===== src/rtl/pf_ldst_pkg.sv =====
package pf_ldst_pkg;

   localparam int WORD_W = 32;

   typedef enum logic [2:0] {
      CLS_LDA = 3'd0,
      CLS_LDX = 3'd1,
      CLS_STA = 3'd2,
      CLS_STX = 3'd3,
      CLS_N4  = 3'd4,
      CLS_N5  = 3'd5,
      CLS_N6  = 3'd6,
      CLS_N7  = 3'd7
   } op_class_e;

   typedef enum logic [1:0] {
      SZ_WORD = 2'd0,
      SZ_HALF = 2'd1,
      SZ_BYTE = 2'd2,
      SZ_RSVD = 2'd3
   } op_size_e;

   typedef enum logic [2:0] {
      MD_IMM  = 3'd0,
      MD_ABS  = 3'd1,
      MD_IDX  = 3'd2,
      MD_SCR  = 3'd3,
      MD_R4   = 3'd4,
      MD_HLEN = 3'd5,
      MD_R6   = 3'd6,
      MD_R7   = 3'd7
   } op_mode_e;

   typedef struct packed {
      op_mode_e  mode;
      op_size_e  size;
      op_class_e cls;
   } op_fields_t;

   function automatic logic [WORD_W-1:0] size_fit(logic [WORD_W-1:0] v, op_size_e s);
      case (s)
         SZ_HALF: return {16'h0000, v[15:0]};
         SZ_BYTE: return {24'h000000, v[7:0]};
         default: return v;
      endcase
   endfunction

   function automatic logic [2:0] size_bytes(op_size_e s);
      case (s)
         SZ_WORD: return 3'd4;
         SZ_HALF: return 3'd2;
         SZ_BYTE: return 3'd1;
         default: return 3'd0;
      endcase
   endfunction

   function automatic logic mode_reads_packet(op_mode_e m);
      return (m == MD_ABS) || (m == MD_IDX) || (m == MD_HLEN);
   endfunction

   function automatic logic mode_defined(op_mode_e m);
      return (m == MD_IMM) || (m == MD_SCR) || mode_reads_packet(m);
   endfunction

endpackage


===== src/rtl/pf_addr_gen.sv =====
module pf_addr_gen
   import pf_ldst_pkg::*;
#(
   parameter int PKT_BYTES    = 4096,
   parameter bit BOUNDS_CHECK = 1'b1,
   localparam int PA_W  = $clog2(PKT_BYTES),
   localparam int LEN_W = PA_W + 1
) (
   input  op_mode_e          mode,
   input  op_size_e          size,
   input  logic [WORD_W-1:0] imm,
   input  logic [WORD_W-1:0] idx,
   input  logic [LEN_W-1:0]  pkt_len,
   output logic [PA_W-1:0]   pkt_addr,
   output logic              pkt_rd,
   output logic              beyond
);

   localparam int EA_W  = WORD_W + 1;
   localparam int END_W = WORD_W + 2;

   logic [EA_W-1:0] ea;

   always_comb begin
      if (mode == MD_IDX) ea = {1'b0, imm} + {1'b0, idx};
      else                ea = {1'b0, imm};
   end

   assign pkt_addr = ea[PA_W-1:0];
   assign pkt_rd   = mode_reads_packet(mode) && (size != SZ_RSVD);

   generate
      if (BOUNDS_CHECK) begin : g_bounds
         logic [END_W-1:0] end_a;
         logic [END_W-1:0] limit;
         always_comb begin
            end_a = {1'b0, ea} + END_W'(size_bytes(size));
            if (pkt_len > LEN_W'(PKT_BYTES)) limit = END_W'(PKT_BYTES);
            else                            limit = END_W'(pkt_len);
            beyond = pkt_rd && (end_a > limit);
         end
      end else begin : g_nobounds
         logic unused_bounds;
         assign unused_bounds = ^{ea[EA_W-1:PA_W], pkt_len};
         assign beyond = 1'b0;
      end
   endgenerate

endmodule


===== src/rtl/pf_lane_sel.sv =====
module pf_lane_sel
   import pf_ldst_pkg::*;
(
   input  op_mode_e          mode,
   input  op_size_e          size,
   input  logic [WORD_W-1:0] imm,
   input  logic [WORD_W-1:0] pkt_data,
   input  logic [WORD_W-1:0] scr_data,
   output logic [WORD_W-1:0] value,
   output logic              legal
);

   logic [WORD_W-1:0] raw;
   logic [WORD_W-1:0] fitted;

   always_comb begin
      case (mode)
         MD_IMM:  raw = imm;
         MD_SCR:  raw = scr_data;
         default: raw = pkt_data;
      endcase
      fitted = size_fit(raw, size);
      if (mode == MD_HLEN) value = {{(WORD_W-6){1'b0}}, fitted[3:0], 2'b00};
      else                 value = fitted;
      legal = mode_defined(mode) && (size != SZ_RSVD);
   end

endmodule


===== src/rtl/pf_scratch.sv =====
module pf_scratch
   import pf_ldst_pkg::*;
#(
   parameter int SCR_WORDS = 16,
   localparam int SA_W = $clog2(SCR_WORDS)
) (
   input  logic              clk,
   input  logic              rst_n,
   input  logic              wr_en,
   input  logic [SA_W-1:0]   wr_idx,
   input  logic [WORD_W-1:0] wr_data,
   input  logic [SA_W-1:0]   rd_idx,
   output logic [WORD_W-1:0] rd_data
);

   logic [SCR_WORDS-1:0] we_vec;
   logic [WORD_W-1:0]    words [SCR_WORDS];

   generate
      for (genvar w = 0; w < SCR_WORDS; w++) begin : g_word
         logic [WORD_W-1:0] word_q;
         assign we_vec[w] = wr_en && (wr_idx == SA_W'(w));
         always_ff @(posedge clk or negedge rst_n) begin
            if (!rst_n)         word_q <= '0;
            else if (we_vec[w]) word_q <= wr_data;
         end
         assign words[w] = word_q;
      end
   endgenerate

   assign rd_data = words[rd_idx];

   // a store touches exactly one word
   p_one_word_r11: assert property (@(posedge clk) disable iff (!rst_n)
      wr_en |-> ($countones(we_vec) == 1));
   p_no_stray_write_r11: assert property (@(posedge clk) disable iff (!rst_n)
      !wr_en |-> (we_vec == '0));

endmodule


===== src/rtl/pf_ldst_unit.sv =====
module pf_ldst_unit
   import pf_ldst_pkg::*;
#(
   parameter int PKT_BYTES    = 4096,
   parameter int SCR_WORDS    = 16,
   parameter bit BOUNDS_CHECK = 1'b1,
   localparam int PA_W  = $clog2(PKT_BYTES),
   localparam int LEN_W = PA_W + 1,
   localparam int SA_W  = $clog2(SCR_WORDS)
) (
   input  logic              clk,
   input  logic              rst_n,
   input  logic              insn_valid,
   input  logic [63:0]       insn,
   input  logic [LEN_W-1:0]  pkt_len,
   output logic [PA_W-1:0]   pkt_addr,
   input  logic [WORD_W-1:0] pkt_rdata,
   output logic [WORD_W-1:0] acc_o,
   output logic [WORD_W-1:0] idx_o,
   output logic              fault_o
);

   generate
      if ((1 << PA_W) != PKT_BYTES) begin : g_chk_pkt
         $error("PKT_BYTES must be a power of two");
      end
      if ((1 << SA_W) != SCR_WORDS || SCR_WORDS < 2) begin : g_chk_scr
         $error("SCR_WORDS must be a power of two, at least 2");
      end
   endgenerate

   op_fields_t        op;
   logic [WORD_W-1:0] imm;
   logic [WORD_W-1:0] acc_q, idx_q;
   logic              fault_q;
   logic              pkt_rd, beyond;
   logic [WORD_W-1:0] scr_rd, ld_val, st_data;
   logic              ld_legal, is_load, take, flt, st_en;
   logic              unused_insn;

   assign op          = op_fields_t'(insn[7:0]);
   assign imm         = insn[63:32];
   assign unused_insn = ^{insn[31:8], pkt_rd};

   pf_addr_gen #(
      .PKT_BYTES    (PKT_BYTES),
      .BOUNDS_CHECK (BOUNDS_CHECK)
   ) u_agen (
      .mode     (op.mode),
      .size     (op.size),
      .imm      (imm),
      .idx      (idx_q),
      .pkt_len  (pkt_len),
      .pkt_addr (pkt_addr),
      .pkt_rd   (pkt_rd),
      .beyond   (beyond)
   );

   pf_lane_sel u_lane (
      .mode     (op.mode),
      .size     (op.size),
      .imm      (imm),
      .pkt_data (pkt_rdata),
      .scr_data (scr_rd),
      .value    (ld_val),
      .legal    (ld_legal)
   );

   assign st_en   = insn_valid && ((op.cls == CLS_STA) || (op.cls == CLS_STX));
   assign st_data = (op.cls == CLS_STX) ? idx_q : acc_q;

   pf_scratch #(
      .SCR_WORDS (SCR_WORDS)
   ) u_scr (
      .clk     (clk),
      .rst_n   (rst_n),
      .wr_en   (st_en),
      .wr_idx  (imm[SA_W-1:0]),
      .wr_data (st_data),
      .rd_idx  (imm[SA_W-1:0]),
      .rd_data (scr_rd)
   );

   assign is_load = (op.cls == CLS_LDA) || (op.cls == CLS_LDX);
   assign take    = insn_valid && is_load && ld_legal;
   assign flt     = take && beyond;

   always_ff @(posedge clk or negedge rst_n) begin
      if (!rst_n) begin
         acc_q   <= '0;
         idx_q   <= '0;
         fault_q <= 1'b0;
      end else begin
         fault_q <= flt;
         if (take && !beyond) begin
            if (op.cls == CLS_LDX) idx_q <= ld_val;
            else                   acc_q <= ld_val;
         end
      end
   end

   assign acc_o   = acc_q;
   assign idx_o   = idx_q;
   assign fault_o = fault_q;

   // signals observed one edge later by the checks below
   logic hlen_ld, byte_ld;
   assign hlen_ld = insn_valid && is_load && (op.mode == MD_HLEN) && (op.size != SZ_RSVD);
   assign byte_ld = insn_valid && (op.cls == CLS_LDA) && (op.size == SZ_BYTE) && mode_defined(op.mode);

   p_fault_hold_r9: assert property (@(posedge clk) disable iff (!rst_n)
      fault_o |-> (acc_o == $past(acc_o)) && (idx_o == $past(idx_o)));
   p_fault_cause_r9: assert property (@(posedge clk) disable iff (!rst_n)
      fault_o |-> $past(insn_valid));
   p_idle_hold_r10: assert property (@(posedge clk) disable iff (!rst_n)
      !insn_valid |=> $stable(acc_o) && $stable(idx_o) && !fault_o);
   p_hlen_shape_r8: assert property (@(posedge clk) disable iff (!rst_n)
      hlen_ld && (op.cls == CLS_LDA) |=> fault_o || ((acc_o[1:0] == 2'b00) && (acc_o[WORD_W-1:6] == '0)));
   p_byte_zext_r3: assert property (@(posedge clk) disable iff (!rst_n)
      byte_ld |=> fault_o || (acc_o[WORD_W-1:8] == '0));
   p_store_keeps_regs_r11: assert property (@(posedge clk) disable iff (!rst_n)
      st_en |=> $stable(acc_o) && $stable(idx_o) && !fault_o);

endmodule


===== config.mk =====
export PLATFORM = sky130hd
export DESIGN_NAME = pf_ldst_unit
export DESIGN_NICKNAME = d
export VERILOG_FILES = /design/src/rtl/pf_ldst_pkg.sv /design/src/rtl/pf_addr_gen.sv /design/src/rtl/pf_lane_sel.sv /design/src/rtl/pf_scratch.sv /design/src/rtl/pf_ldst_unit.sv
export SDC_FILE = /design/constraint.sdc
export NUM_CORES = 1
export LEC_CHECK = 0
export BUFFER_PORTS_ARGS = -buffer_cell sky130_fd_sc_hd__buf_2
export CORE_ASPECT_RATIO = 1.75
export CORE_UTILIZATION = 57
export DETAILED_ROUTE_END_ITERATION = 12
export GPL_TIMING_DRIVEN = 0
export PLACE_DENSITY = 0.76
export SETUP_SLACK_MARGIN = 0.15
export SLEW_MARGIN = 40
export SYNTH_ARGS = -nofsm -noshare
export SYNTH_HDL_FRONTEND = slang
export SYNTH_HIERARCHICAL = 1
export SYNTH_SLANG_ARGS = --single-unit

===== constraint.sdc =====
create_clock -name clk -period 6.14 [get_ports clk]
set_input_delay 0.921 -clock clk [delete_from_list [all_inputs] [get_ports clk]]
set_output_delay 0.921 -clock clk [all_outputs]
set_load 0.05 [all_outputs]

# After elaboration in Yosys (flattened, before gate mapping)
# Cells that the tools add are included.
[totals]
reg_bits = 577
latch_bits = 0
ramBits = 0
rom_bits = 0
out_inout_bits = 77
word_cells = 98
mem_count = 0
[op_classes]
addsub = 2
mul = 0
n_div = 0
order_cmp = 3
n_eq_ne = 25
shift = 0
mux = 10
n_bitwise = 2
n_reduce_logical = 37
[op_table]
columns = ["operator", "count"]
rows = [
  ["binary-select mux 32 bit (select 4 bit)", 1],
  ["two-way mux 32 bit", 4],
  ["one-hot mux 32 bit (2 select lines)", 2],
  ["adder 33 x 3 -> 34 bit", 1],
  ["greater-than comparator 34 x 13 -> 1 bit", 1],
  ["adder 32 x 32 -> 33 bit", 1],
  ["two-way mux 33 bit", 1],
  ["equality test 4 bit (second input constant)", 8],
  ["logical AND 1 bit", 24],
  ["equality test 4 x 3 -> 1 bit (second input constant)", 4],
  ["greater-than comparator 13 bit (second input constant)", 1],
  ["two-way mux 13 bit", 1],
  ["equality test 3 x 2 -> 1 bit (second input constant)", 4],
  ["one-hot mux 3 bit (3 select lines)", 1],
  ["equality test 4 x 2 -> 1 bit (second input constant)", 2],
  ["equality test 3 x 1 -> 1 bit (second input constant)", 2],
  ["zero test 3 bit", 2],
  ["logical OR 1 bit", 6],
  ["greater-or-equal comparator 5 bit (second input constant)", 1],
  ["NOT 4 -> 5 bit", 1],
  ["equality test 4 x 1 -> 1 bit (second input constant)", 1],
  ["zero test 4 bit", 1],
  ["AND reduction 2 bit", 2],
  ["equality test 3 bit (second input constant)", 1],
  ["6 further kinds", 6],
]

# Logic depth before layout (Yosys ltp)
# Gate-level depths: netlist of run 1.
[logic_depth]
depth_word = 8
depth_mapped = 33
depth_no_buf = 26

# By module
# The synthesis of run 1 kept the hierarchy.
[modules_own_cells]
columns = ["mod", "n_inst", "cells_per_inst", "area_per_inst_um2", "seq_area_each_um2"]
rows = [
  ["pf_scratch", 1, 1404, 22765.6, 12812.3],
  ["pf_addr_gen", 1, 536, 3768.6, 0.0],
  ["pf_ldst_unit", 1, 177, 2836.5, 1626.6],
  ["pf_lane_sel", 1, 154, 1037.2, 0.0],
]

# Least setup slack after synthesis of run 1
# Ideal clock, no wire load.
[synth_path]
kind = "input to register"
from = "input insn[5]"
to = "register acc_q[0], in the netlist acc_o[0]"
arrival_ns = 7.486
setup_slack_ns = -1.474
stages = 27
cell_sequence = "or3b_1 -> buf_6 -> buf_6 -> buf_6 -> buf_6 -> clkbuf_1 -> clkbuf_1 -> o21ai_0 -> ha_1 -> a21o_1 -> nand4_1 -> nor3b_1 -> and3_1 -> nand3_1 -> xor2_1 -> ha_1 -> and3_1 -> a221oi_1 -> a41oi_1 -> or4_1 -> nor4_1 -> nand3_1 -> o31a_1 -> nor2_1 -> nand2_2 -> buf_2 -> mux2_1"
[synth_between]
elab_chain_cells = 8
[synth_rtl]
columns = ["element", "line", "rtl"]
rows = [
  ["start, declared", "pf_ldst_unit.sv:14", "input logic [63:0] insn,"],
  ["equality test 3 x 2 -> 1 bit", "pf_addr_gen.sv:25", "if (mode == MD_IDX) ea = {1'b0, imm} + {1'b0, idx};"],
  ["two-way mux 33 bit", "pf_addr_gen.sv:25", ""],
  ["net pkt_addr[2]", "pf_ldst_unit.sv:16", "output logic [PA_W-1:0] pkt_addr,"],
  ["adder 33 x 3 -> 34 bit", "pf_addr_gen.sv:37", "end_a = {1'b0, ea} + END_W'(size_bytes(size));"],
  ["greater-than comparator 34 x 13 -> 1 bit", "pf_addr_gen.sv:40", "beyond = pkt_rd && (end_a > limit);"],
  ["logical AND 1 bit", "pf_addr_gen.sv:40", ""],
  ["net beyond", "pf_ldst_unit.sv:36", "logic pkt_rd, beyond;"],
  ["zero test 1 bit", "pf_ldst_unit.sv:95", "if (take && !beyond) begin"],
  ["logical AND 1 bit", "pf_ldst_unit.sv:95", ""],
  ["AND reduction 2 bit (no line)", "n/a", ""],
  ["end signal, assigned", "pf_ldst_unit.sv:97", "else acc_q <= ld_val;"],
  ["end, declared", "pf_ldst_unit.sv:34", "logic [WORD_W-1:0] acc_q, idx_q;"],
]
# The timed path passes the listed nets, and every way through them passes these cells.
# A chain may end at the register's enable or synchronous reset.

# Worst setup path after layout of run 1
[layout_path]
from = "input insn[7]"
to = "register idx_q[12], in the netlist idx_o[12]"
[layout_between]
elab_chain_cells = 8
[layout_rtl]
columns = ["element", "line", "rtl"]
rows = [
  ["equality test 3 x 2 -> 1 bit / equality test 3 x 1 -> 1 bit (equally long branches)", "pf_ldst_pkg.sv:58, pf_addr_gen.sv:25", ""],
  ["two-way mux 33 bit / logical OR 1 bit (equally long branches)", "pf_addr_gen.sv:25, pf_ldst_pkg.sv:58", ""],
  ["adder 33 x 3 -> 34 bit / logical OR 1 bit (equally long branches)", "pf_addr_gen.sv:37, pf_ldst_pkg.sv:58", ""],
  ["greater-than comparator 34 x 13 -> 1 bit / logical AND 1 bit (equally long branches)", "pf_addr_gen.sv:40, pf_addr_gen.sv:30", ""],
  ["logical AND 1 bit *", "pf_addr_gen.sv:40", ""],
  ["net beyond", "pf_ldst_unit.sv:36", ""],
  ["zero test 1 bit *", "pf_ldst_unit.sv:95", ""],
  ["logical AND 1 bit *", "pf_ldst_unit.sv:95", ""],
  ["AND reduction 2 bit (no line) *", "n/a", ""],
  ["end signal, assigned", "pf_ldst_unit.sv:96", "if (op.cls == CLS_LDX) idx_q <= ld_val;"],
  ["end, declared", "pf_ldst_unit.sv:34", ""],
]
# The timed path passes the listed nets; every way through them passes the cells marked *.

==> impl_metrics.ini, run 1 <==
[floorplanning]
design.core.area_um2 = 52500
die_h_um = 308
ioPinCount = 189
rows = 111
horizontal_die_dimension_um = 177
die_area_um2 = 54300
start_util = 0.579

[worst_setup_path]
worstPathMaxFanout = 8
worstSetupPathType = primary input to flip-flop
cpMaxStageDelayCell = or4_4
setup.worst_path.start_class = primary input
timing.critical_path.required_ns = 6.62
critical_path.n_buffers_inverters = 9
cp_top_family = simple AND/OR/NAND/NOR gates
timing.critical_path.arrival_ns = 6.40
worst_setup_path_end_kind = flip-flop
slowest_delay_ns = 0.44

[logic_synthesis]
synth-seq-area-share = 0.475
asyncSetResetFlopFracSynth = 1.00
synth_enable_flop_cells = 0
synth.avg_cell_area_um2 = 13.4
yosys_most_used_dff = dfrtp_1
postSynthNetCount = 2435
distinct_cells_synth = 101
post_synthesis_instance_total = 2271
post_synth_instance_area_um2 = 30400
number_of_synthesis_warnings = 6
ys_ff_latch = 577

[route]
detail_route.vias_per_cell = 6.55
routedWlPerCell_um = 28.0
drtPass1Iterations = 6
detail_route.wirelength_mm = 91.1
drt.antenna.violating_nets = 0
drt_first_iter_violations = 1406
route.detailed.drc = 0
dr_total_vias = 21333

[cts]
clk_pin_slew_ns = 0.07
cell_at_the_root_of_the_clock_tree = clkbuf_16
hold_buffers = 0
htree_levels = 2
number_of_buffers_added_by_the_clock_tree_synthesis_step = 51
tritoncts_clock_tree = built
clk_sinks = 577
clock_latency_ns = 0.59
cts.path.max_buffers = 3

[global_routing]
grt_start_max_net_pins = 84
grt.met1_usage = 0.369
use_met2 = 0.592
grt_busiest_layer = met2
initial_antenna_violation_count = 3
wire_length_of_the_first_global_routing_pass_mm = 137
met3_usage = 0.0609
grt_overflow_total = 0
number_of_global_route_vias_before_repair = 22538
grt.total_usage = 0.340

[sta]
setup-violations-final = 0
timing.slew.headroom = 0.382
totalNegativeSetupSlack_ns = 0
holdWs_ns = 0.109
timing.final.crit_period_ns = 5.92
timing.final.ws_setup_ns = 0.215
setup_repair_after_global_routing_missed_its_margin = yes
worst_slew_pin_slew_ns = 0.927
fmax_mhz = 169
final_min_period_over_clock_period = 0.965
timing.final.hold_violations = 0
finalClockSkew_ns = 0.0127
report.final.slew_viol_count = 0

[final_layout]
layout-drive-gt1-share = 0.463
utilization = 0.664
design.final.nets = 2703
n_fill_cell = 3814
stdcell_count = 3257
design_area_um2 = 34900
syn_to_final_growth_pct = 14.7
register_area_um2 = 14400
multi_input_area_um2 = 15300

[power_and_ir_drop]
clkPwrFrac = 0.322
max-vdd-ir-drop_v = 0.000257
report.power.total_mw = 9.94
power.share.sequential = 0.438
power.density_cell_area_nw_per_um2 = 285
power.net_switching_mw = 3.22
int_power_mw = 6.73
switching_share = 0.323
leakagePower_nw = 16.9
power.share.combinational = 0.239

[placement]
detailed_place_hpwl_mm = 67.2
port_buffers = 164
gp_congestion = 1.00
post-place-cells = 3121
place_ws_ns = -1.16
placed_cell_area_um2 = 32500

[status]
result_of_the_run = completed

[run]
max-cap-violations = 0

[min_path]
hold_path.class = primary input to async pin
-- state kept, by name (all words and copies together) (netlist names) --
signal               flops
fault_o                  1
acc_o                   32
idx_o                   32
u_scr/g_word.word_q    512
-- worst register-to-register path: cells and delay by family, from the launching register on --
kind / cells / cell delay (ns)
AOI/OAI and AO/OA: 4 / 0.76
and+or+nand+nor: 11 / 2.03
muxes: 1 / 0.30
buffers and inverters: 4 / 0.48
xor gates and xnor gates: 1 / 0.16
DFF: 1 / 0.42
adders and majority gates: 4 / 1.46
-- per-layer routing --
metal | share of wire | vias to the layer above
li1 | - | 9099
met1 | 0.35 | 11124
met2 | 0.52 | 750
met3 | 0.052 | 358
met4 | 0.077 | 2
met5 | 0.00015 | -
-- logic make-up (layout without fill, tap and decap cells) --
kind of cell / Yosys count / after routing / share of synthesized area
xor gates and xnor gates: 26 / 26 / 0.00749
other: 0 / 2 / 0
adders and majority gates: 52 / 52 / 0.0219
AOI/OAI and AO/OA: 313 / 313 / 0.0772
DFF: 577 / 577 / 0.475
buffers and inverters: 210 / 516 / 0.0330
muxes: 750 / 750 / 0.325
and+or+nand+nor: 343 / 343 / 0.0603
-- cell usage in the layout (no fill, tap or decap), drive strengths merged, types with 11 or more instances in the layout --
cell type / n
a211oi: 11
a21o: 13
a21oi: 66
a221oi: 13
a22oi: 94
buf: 316
clkbuf: 157
clkinv: 15
dfrtp: 577
ha: 50
inv: 26
mux2: 612
mux4: 128
nand2: 113
nand2b: 11
nand3: 45
nand4: 20
nor2: 52
nor3: 23
o21ai: 29
xnor2: 14
xor2: 12
-- area by class of cell --
type | count | area share
clock buffers | 74 | 0.0434
flip-flops and latches | 577 | 0.414
inverters | 26 | 0.00280
diodes | 2 | 0.000144
plain buffers | 184 | 0.0302
repair buffers | 215 | 0.0432
clock inverters | 17 | 0.00448
multi-input cells | 1484 | 0.437
well taps | 678 | 0.0243
-- synth_stat cells (42+ instances only) --
library cell / count / area [µm²]
mux2_1: 42 / 473
a22oi_1: 94 / 706
dfrtp_1: 577 / 14400
clkbuf_1: 80 / 300
nor2_1: 49 / 184
buf_2: 79 / 395
mux2_2: 570 / 6420
a21oi_1: 64 / 320
ha_1: 50 / 626
nand3_1: 44 / 220
mux4_2: 128 / 2880
nand2_1: 112 / 420
-- power by group through the flow --
stage	sequential, mW	combinational (mW)	clock (mW)
6_report	4.36	2.38	3.20
3_3_place_gp	4.39	2.20	0
3_5_place_dp	4.42	2.28	0
5_1_grt	4.38	2.52	3.39
2_1_floorplan	4.61	1.27	0
4_1_cts	4.34	2.31	3.25
-- final timing paths --
check	startpoint	end	slack [ns]	depth (start not counted)
worst max-delay path	insn[7]	idx_o[12]	0.22	29
max in group asynchronous	rst_n	u_scr/g_word[8].word_q[24]	4.18	5
min in group clk	u_scr/g_word[3].word_q[3]	u_scr/g_word[3].word_q[3]	0.50	1
worst min register to register	u_scr/g_word[3].word_q[3]	u_scr/g_word[3].word_q[3]	0.50	1
worst min-delay path	rst_n	fault_o	0.11	1
worst max register to register	idx_o[0]	idx_o[12]	0.42	25
-- repair_timing --
| item | 4_1_cts | 5_1_grt |
|---|---|---|
| gates resized for setup | 24 | 38 |
| pin swaps | 13 | 7 |
| setup endpoints to repair | 64 | 64 |
| buffers inserted | 19 | 20 |
| gates cloned | 1 | 3 |
Power figures use the tool's default switching activity.
==> inputs of run 2 (changes only) <==
Settings changed: RECOVER_POWER set to 50.
==> run 2 against run 1 <==
The flow now finishes with violations (max-capacitance violations, max-slew violations). Via count is essentially flat. Register-to-register slack is essentially flat. Sequential power is essentially flat. Largest cell class unchanged.
==> impl_metrics.ini, run 2 (synthesis results as in run 1) <==
[sta]
timing.final.crit_period_ns = 5.91
worst_slew_pin_slew_ns = 4.34
holdWs_ns = 0.232
finalClockSkew_ns = 0.0131
setup-violations-final = 0
totalNegativeSetupSlack_ns = 0
timing.final.hold_violations = 0
final_min_period_over_clock_period = 0.963
fmax_mhz = 169
setup_repair_after_global_routing_missed_its_margin = yes
report.final.slew_viol_count = 72
timing.slew.headroom = -1.89

[global_routing]
grt_overflow_total = 0
wire_length_of_the_first_global_routing_pass_mm = 137
grt_start_max_net_pins = 84
grt.total_usage = 0.340
initial_antenna_violation_count = 3
number_of_global_route_vias_before_repair = 22538

[status]
result_of_the_run = complete, but fails checks
failed_checks = max-capacitance violations, max-slew violations

[min_path]
hold_path.class = primary input to async pin

[final_layout]
syn_to_final_growth_pct = 14.4
stdcell_count = 3257
design.final.nets = 2703
layout-drive-gt1-share = 0.454
mostFrequentLayoutCell = dfrtp_1
n_fill_cell = 3836
top_register = u_scr/g_word.word_q
layout_common_cells = dfrtp_1 (577), mux2_2 (567), buf_2 (216)
register_area_um2 = 14400
multi_input_area_um2 = 15300
largest_reg_flops = 512

[worst_setup_path]
timing.critical_path.arrival_ns = 6.39
slowest_delay_ns = 0.44
setup.worst_path.start_class = primary input
worstPathMaxFanout = 8
r2r.worst_path.cells = 25
timing.critical_path.required_ns = 6.62
cpMaxStageDelayCell = or4_4
worst_setup_path_end_kind = flip-flop
worstSetupPathType = primary input to flip-flop

[cts]
clk_pin_slew_ns = 0.07
hold_buffers = 0
clk_sinks = 577
clock_latency_ns = 0.59
number_of_buffers_added_by_the_clock_tree_synthesis_step = 51
htree_levels = 2
cts.path.max_buffers = 3
tritoncts_clock_tree = built
cell_at_the_root_of_the_clock_tree = clkbuf_16

[route]
drt_first_iter_violations = 1513
routedWlPerCell_um = 27.9
drtPass1Iterations = 6
dr_total_vias = 21348
detail_route.vias_per_cell = 6.55
drt.antenna.violating_nets = 0
detail_route.wirelength_mm = 91.0
route.detailed.drc = 0

[floorplanning]
design.core.area_um2 = 52500
die_area_um2 = 54300
rows = 111
die_h_um = 308
horizontal_die_dimension_um = 177
ioPinCount = 189
start_util = 0.579

[power_and_ir_drop]
power.density_cell_area_nw_per_um2 = 286
max-vdd-ir-drop_v = 0.000258
leakagePower_nw = 16.8
report.power.total_mw = 9.93

[placement]
post-place-cells = 3121
detailed_place_hpwl_mm = 67.2
port_buffers = 164
gp_congestion = 1.00

[run]
max-cap-violations = 1
[run 2: cell count changes in the layout (fill, tap and decap cells not counted)]
cell      delta
buf_2       -19
buf_16       -3
mux2_2       -2
mux2_1       +2
clkbuf_1    +21
buf_8        -1
buf_6        +2
[run 2: stage by stage]
stage | setup WS (ns) | util | area, µm²
global route | 0.0891 | 0.663 | 34800
global placement | -6.95 | 0.615 | 32300
CTS | 0.127 | 0.657 | 34500
floorplan | -0.0829 | - | 30600
finish | 0.228 | 0.663 | 34800
detailed placement | -1.16 | 0.619 | 32500
[run 2: cell type report]
cell class | instances | share of cell area
Multi-Input combinational cell | 1484 | 0.439
Sequential cell | 577 | 0.415
Clock buffer | 74 | 0.0435
Timing Repair Buffer | 215 | 0.0408
Buffer | 184 | 0.0302
Tap cell | 678 | 0.0244
Clock inverter | 17 | 0.00450
Inverter | 26 | 0.00281
Antenna cell | 2 | 0.000144
[run 2: path summary, 6_finish.rpt]
check / start / to / slack, ns
worst max-delay path: insn[7] / idx_o[12] / 0.23
worst min-delay path: rst_n / fault_o / 0.23
worst max register to register: idx_o[0] / idx_o[12] / 0.42
worst min register to register: u_scr/g_word[3].word_q[3] / u_scr/g_word[3].word_q[3] / 0.50
max in group asynchronous: rst_n / u_scr/g_word[7].word_q[21] / 0.93
min in group clk: u_scr/g_word[3].word_q[3] / u_scr/g_word[3].word_q[3] / 0.50
[run 2: power breakdown]
group	switching [mW]	internal, mW	total [mW]
sequential	0.246	4.11	4.36
clock	1.45	1.76	3.21
combinational	1.52	0.843	2.37
total	3.22	6.72	9.93
[run 2: per-layer routing]
layer	part of all wire	routed length (µm)	up-vias	track usage
li1	-	-	9091	-
met1	0.34	31300	11108	0.369
met2	0.52	47300	799	0.592
met3	0.058	5270	348	0.0609
met4	0.078	7120	2	0.241
met5	0.00015	14	-	0
[run 2: repair_timing]
item / CTS / global route
resized for setup: 24 / 38
cloned: 1 / 3
setup endpoints to repair: 64 / 64
pin swaps: 13 / 7
setup buffers: 19 / 20
[run 2: worst max-delay path: cells and delay by family]
kind,cells,cell delay (ns)
fa+ha+maj,2,0.62
mux,1,0.29
simple gates,11,2.28
buf+inv,9,1.23
xor+xnor,1,0.16
compound gates,5,0.83
==> inputs of run 3 (changes only) <==
Settings changed: ABC_AREA set to 1, PLACE_DENSITY 0.76 to 0.75.
==> run 3 against run 2 <==
Global-route usage up 11 points. Register-to-register slack got worse by 0.06 ns. Critical path type unchanged. Fmax up 0.96%. The flow still finishes with violations (max-capacitance violations, max-slew violations). Core utilization shrank 1.5 points. Final cell count is 83% higher. Highest routed layer unchanged. Sequential share of layout area down 3.4 points. Combinational power increased by 22%.
==> impl_metrics.ini, run 3 <==
[worst_setup_path]
timing.critical_path.arrival_ns = 6.40
timing.critical_path.required_ns = 6.68
crit_top_cell = nor2_4
crit_path_launch = insn[6]
slowest_delay_ns = 0.40
worstPathMaxFanout = 7
worstSetupPathType = primary input to flip-flop
critical_path.reg2reg.endpoint = acc_o[5]
r2r.worst_path.cells = 34
r2r_setup_slack_ns = 0.36
cpMaxStageDelayCell = fa_2
worst_setup_path_end_kind = flip-flop
worst_r2r_startpoint = idx_o[0]
setup.worst_path.start_class = primary input

[logic_synthesis]
post_synth_instance_area_um2 = 33800
synth_top_area_share = 0.427
synth-xor-area-share = 0.00285
synth_enable_flop_cells = 0
synth_top_family_by_area = simple AND/OR/NAND/NOR gates
synth-seq-area-share = 0.427
distinct_cells_synth = 47
ys_ff_latch = 577
yosys-top-cells-count = nand2_1 (1730), inv_1 (711), dfrtp_1 (577)
synth_compound_gate_area_share = 0.0997
yosys_most_used_dff = dfrtp_1
postSynthNetCount = 5060
post_synthesis_instance_total = 4896
number_of_synthesis_warnings = 6
muxShareOfSynthArea = 0
library_cell_with_the_highest_instance_count_after_synthesis = nand2_1
synth.avg_cell_area_um2 = 6.91
yosys-top-cells-area = dfrtp_1 (43%), nand2_1 (19%), o21ai_0 (8.1%)
synth_largest_area_cell = dfrtp_1
synth_simple_gate_area_frac = 0.326
yosys.area_share.adder = 0.0197
asyncSetResetFlopFracSynth = 1.00

[power_and_ir_drop]
power.net_switching_mw = 3.83
switching_share = 0.366
int_power_mw = 6.62
max-vdd-ir-drop_v = 0.000327
clkPwrFrac = 0.297
leakagePower_nw = 19.0
power.density_cell_area_nw_per_um2 = 276
report.power.total_mw = 10.4
power.share.sequential = 0.428
power.share.combinational = 0.276

[final_layout]
syn_to_final_growth_pct = 11.9
top_register = u_scr/g_word.word_q
n_fill_cell = 5562
design.final.nets = 5309
layout-drive-gt1-share = 0.106
largest_reg_flops = 512
layout_common_cells = nand2_1 (1723), inv_1 (707), dfrtp_1 (577)
mostFrequentLayoutCell = nand2_1

[min_path]
min_path_cells = 2
timing.hold.worst.start = u_scr/g_word[7].word_q[13]
holdPathEnd = u_scr/g_word[7].word_q[13]
hold_path.class = flip-flop to flip-flop

[floorplanning]
design.core.area_um2 = 58400
die_area_um2 = 60300
horizontal_die_dimension_um = 186
rows = 117
start_util = 0.579
ioPinCount = 189
die_h_um = 324

[route]
detail_route.vias_per_cell = 5.72
dr_total_vias = 34047
route.detailed.drc = 0
routedWlPerCell_um = 22.6
drtPass1Iterations = 6
drt.antenna.violating_nets = 0
drt_first_iter_violations = 3153
detail_route.wirelength_mm = 134

[sta]
timing.slew.headroom = -1.18
final_min_period_over_clock_period = 0.954
setup_repair_after_global_routing_missed_its_margin = no
holdWs_ns = 0.483
timing.final.hold_violations = 0
setup-violations-final = 0
worst_slew_pin_slew_ns = 3.27
report.final.slew_viol_count = 202
finalClockSkew_ns = 0.0174
fmax_mhz = 171
timing.final.crit_period_ns = 5.86

[global_routing]
grt_start_max_net_pins = 78
grt.total_usage = 0.450
wire_length_of_the_first_global_routing_pass_mm = 196
grt_overflow_total = 0
initial_antenna_violation_count = 3
number_of_global_route_vias_before_repair = 33026

[placement]
detailed_place_hpwl_mm = 102
port_buffers = 163
gp_congestion = 0.994

[cts]
htree_levels = 2
cell_at_the_root_of_the_clock_tree = clkbuf_16
clk_pin_slew_ns = 0.07
clk_sinks = 577
cts.path.max_buffers = 3
tritoncts_clock_tree = built
number_of_buffers_added_by_the_clock_tree_synthesis_step = 49
hold_buffers = 0
clock_latency_ns = 0.61

[status]
failed_checks = max-capacitance violations, max-slew violations
result_of_the_run = complete, but fails checks

[run]
max-cap-violations = 3
run 3: final cells by class:
cell class / instances / area, µm² / share of cell area
multi-input combinational: 3297 / 15300 / 0.405
sequential: 577 / 14400 / 0.382
inverter: 734 / 2770 / 0.0733
buffer: 288 / 1580 / 0.0417
clock buffer: 78 / 1490 / 0.0393
timing repair buffer: 198 / 1220 / 0.0322
tap: 773 / 967 / 0.0256
clock inverter: 6 / 45.0 / 0.00119
antenna: 2 / 5.00 / 0.000132
run 3: how the worst max path moves through the flow:
stage,end,slack [ns],cells after the start
6_report,acc_o[5],0.28,41
2_1_floorplan,idx_o[1],0.18,34
3_3_place_gp,u_scr/g_word[11].word_q[24],-7.85,1
4_1_cts,acc_o[5],0.17,40
3_5_place_dp,acc_o[5],-1.76,37
5_1_grt,acc_o[5],0.1,35
run 3: worst max-delay path, delay by kind of cell:
family	cells	cell delay, ns
fa+ha+maj	3	0.81
compound gates	5	0.86
simple gates	22	2.59
buf+inv	11	1.17
run 3: kinds of logic after synthesis:
logic type                 Yosys count
AOI/OAI and AO/OA                  670
xor gates and xnor gates            11
adders and majority gates           52
buffers and inverters             1022
DFF                                577
and+or+nand+nor                   2564
run 3: power groups by stage:
stage	combinational [mW]	clock, mW	sequential (mW)
final	2.88	3.10	4.47
after global routing	3.13	3.23	4.50
after CTS	2.74	3.12	4.45
after detailed placement	2.71	0	4.52
after global placement	2.65	0	4.51
after floorplan	1.51	0	4.71
run 3: what timing repair did:
| item | in CTS | in global routing |
|---|---|---|
| setup buffers | 5 | 16 |
| cloned | 0 | 4 |
| resized for setup | 27 | 54 |
| pin swaps | 5 | 30 |
| endpoints found under the setup margin | 65 | 65 |
run 3: per-stage QoR:
| stage | instances | worst slack, ns | util | instance area, µm² | TNS, ns |
|---|---|---|---|---|---|
| 2_1_floorplan | 4896 | 0.183 | - | 33800 | 0 |
| 3_3_place_gp | 5832 | -7.85 | 0.610 | 35600 | -4589.49 |
| 3_5_place_dp | 5842 | -1.76 | 0.614 | 35900 | -107.25 |
| 4_1_cts | 5931 | 0.170 | 0.643 | 37600 | 0 |
| 5_1_grt | 5951 | 0.0992 | 0.648 | 37800 | 0 |
| 6_report | 5953 | 0.284 | 0.648 | 37800 | 0 |
run 3: layer usage:
metal / part of all wire / global-route usage / vias up
met4: 0.11 / 0.424 / 6
met3: 0.086 / 0.0965 / 632
met5: 0.00026 / 0 / -
li1: - / - / 15781
met1: 0.33 / 0.471 / 15872
met2: 0.47 / 0.746 / 1756
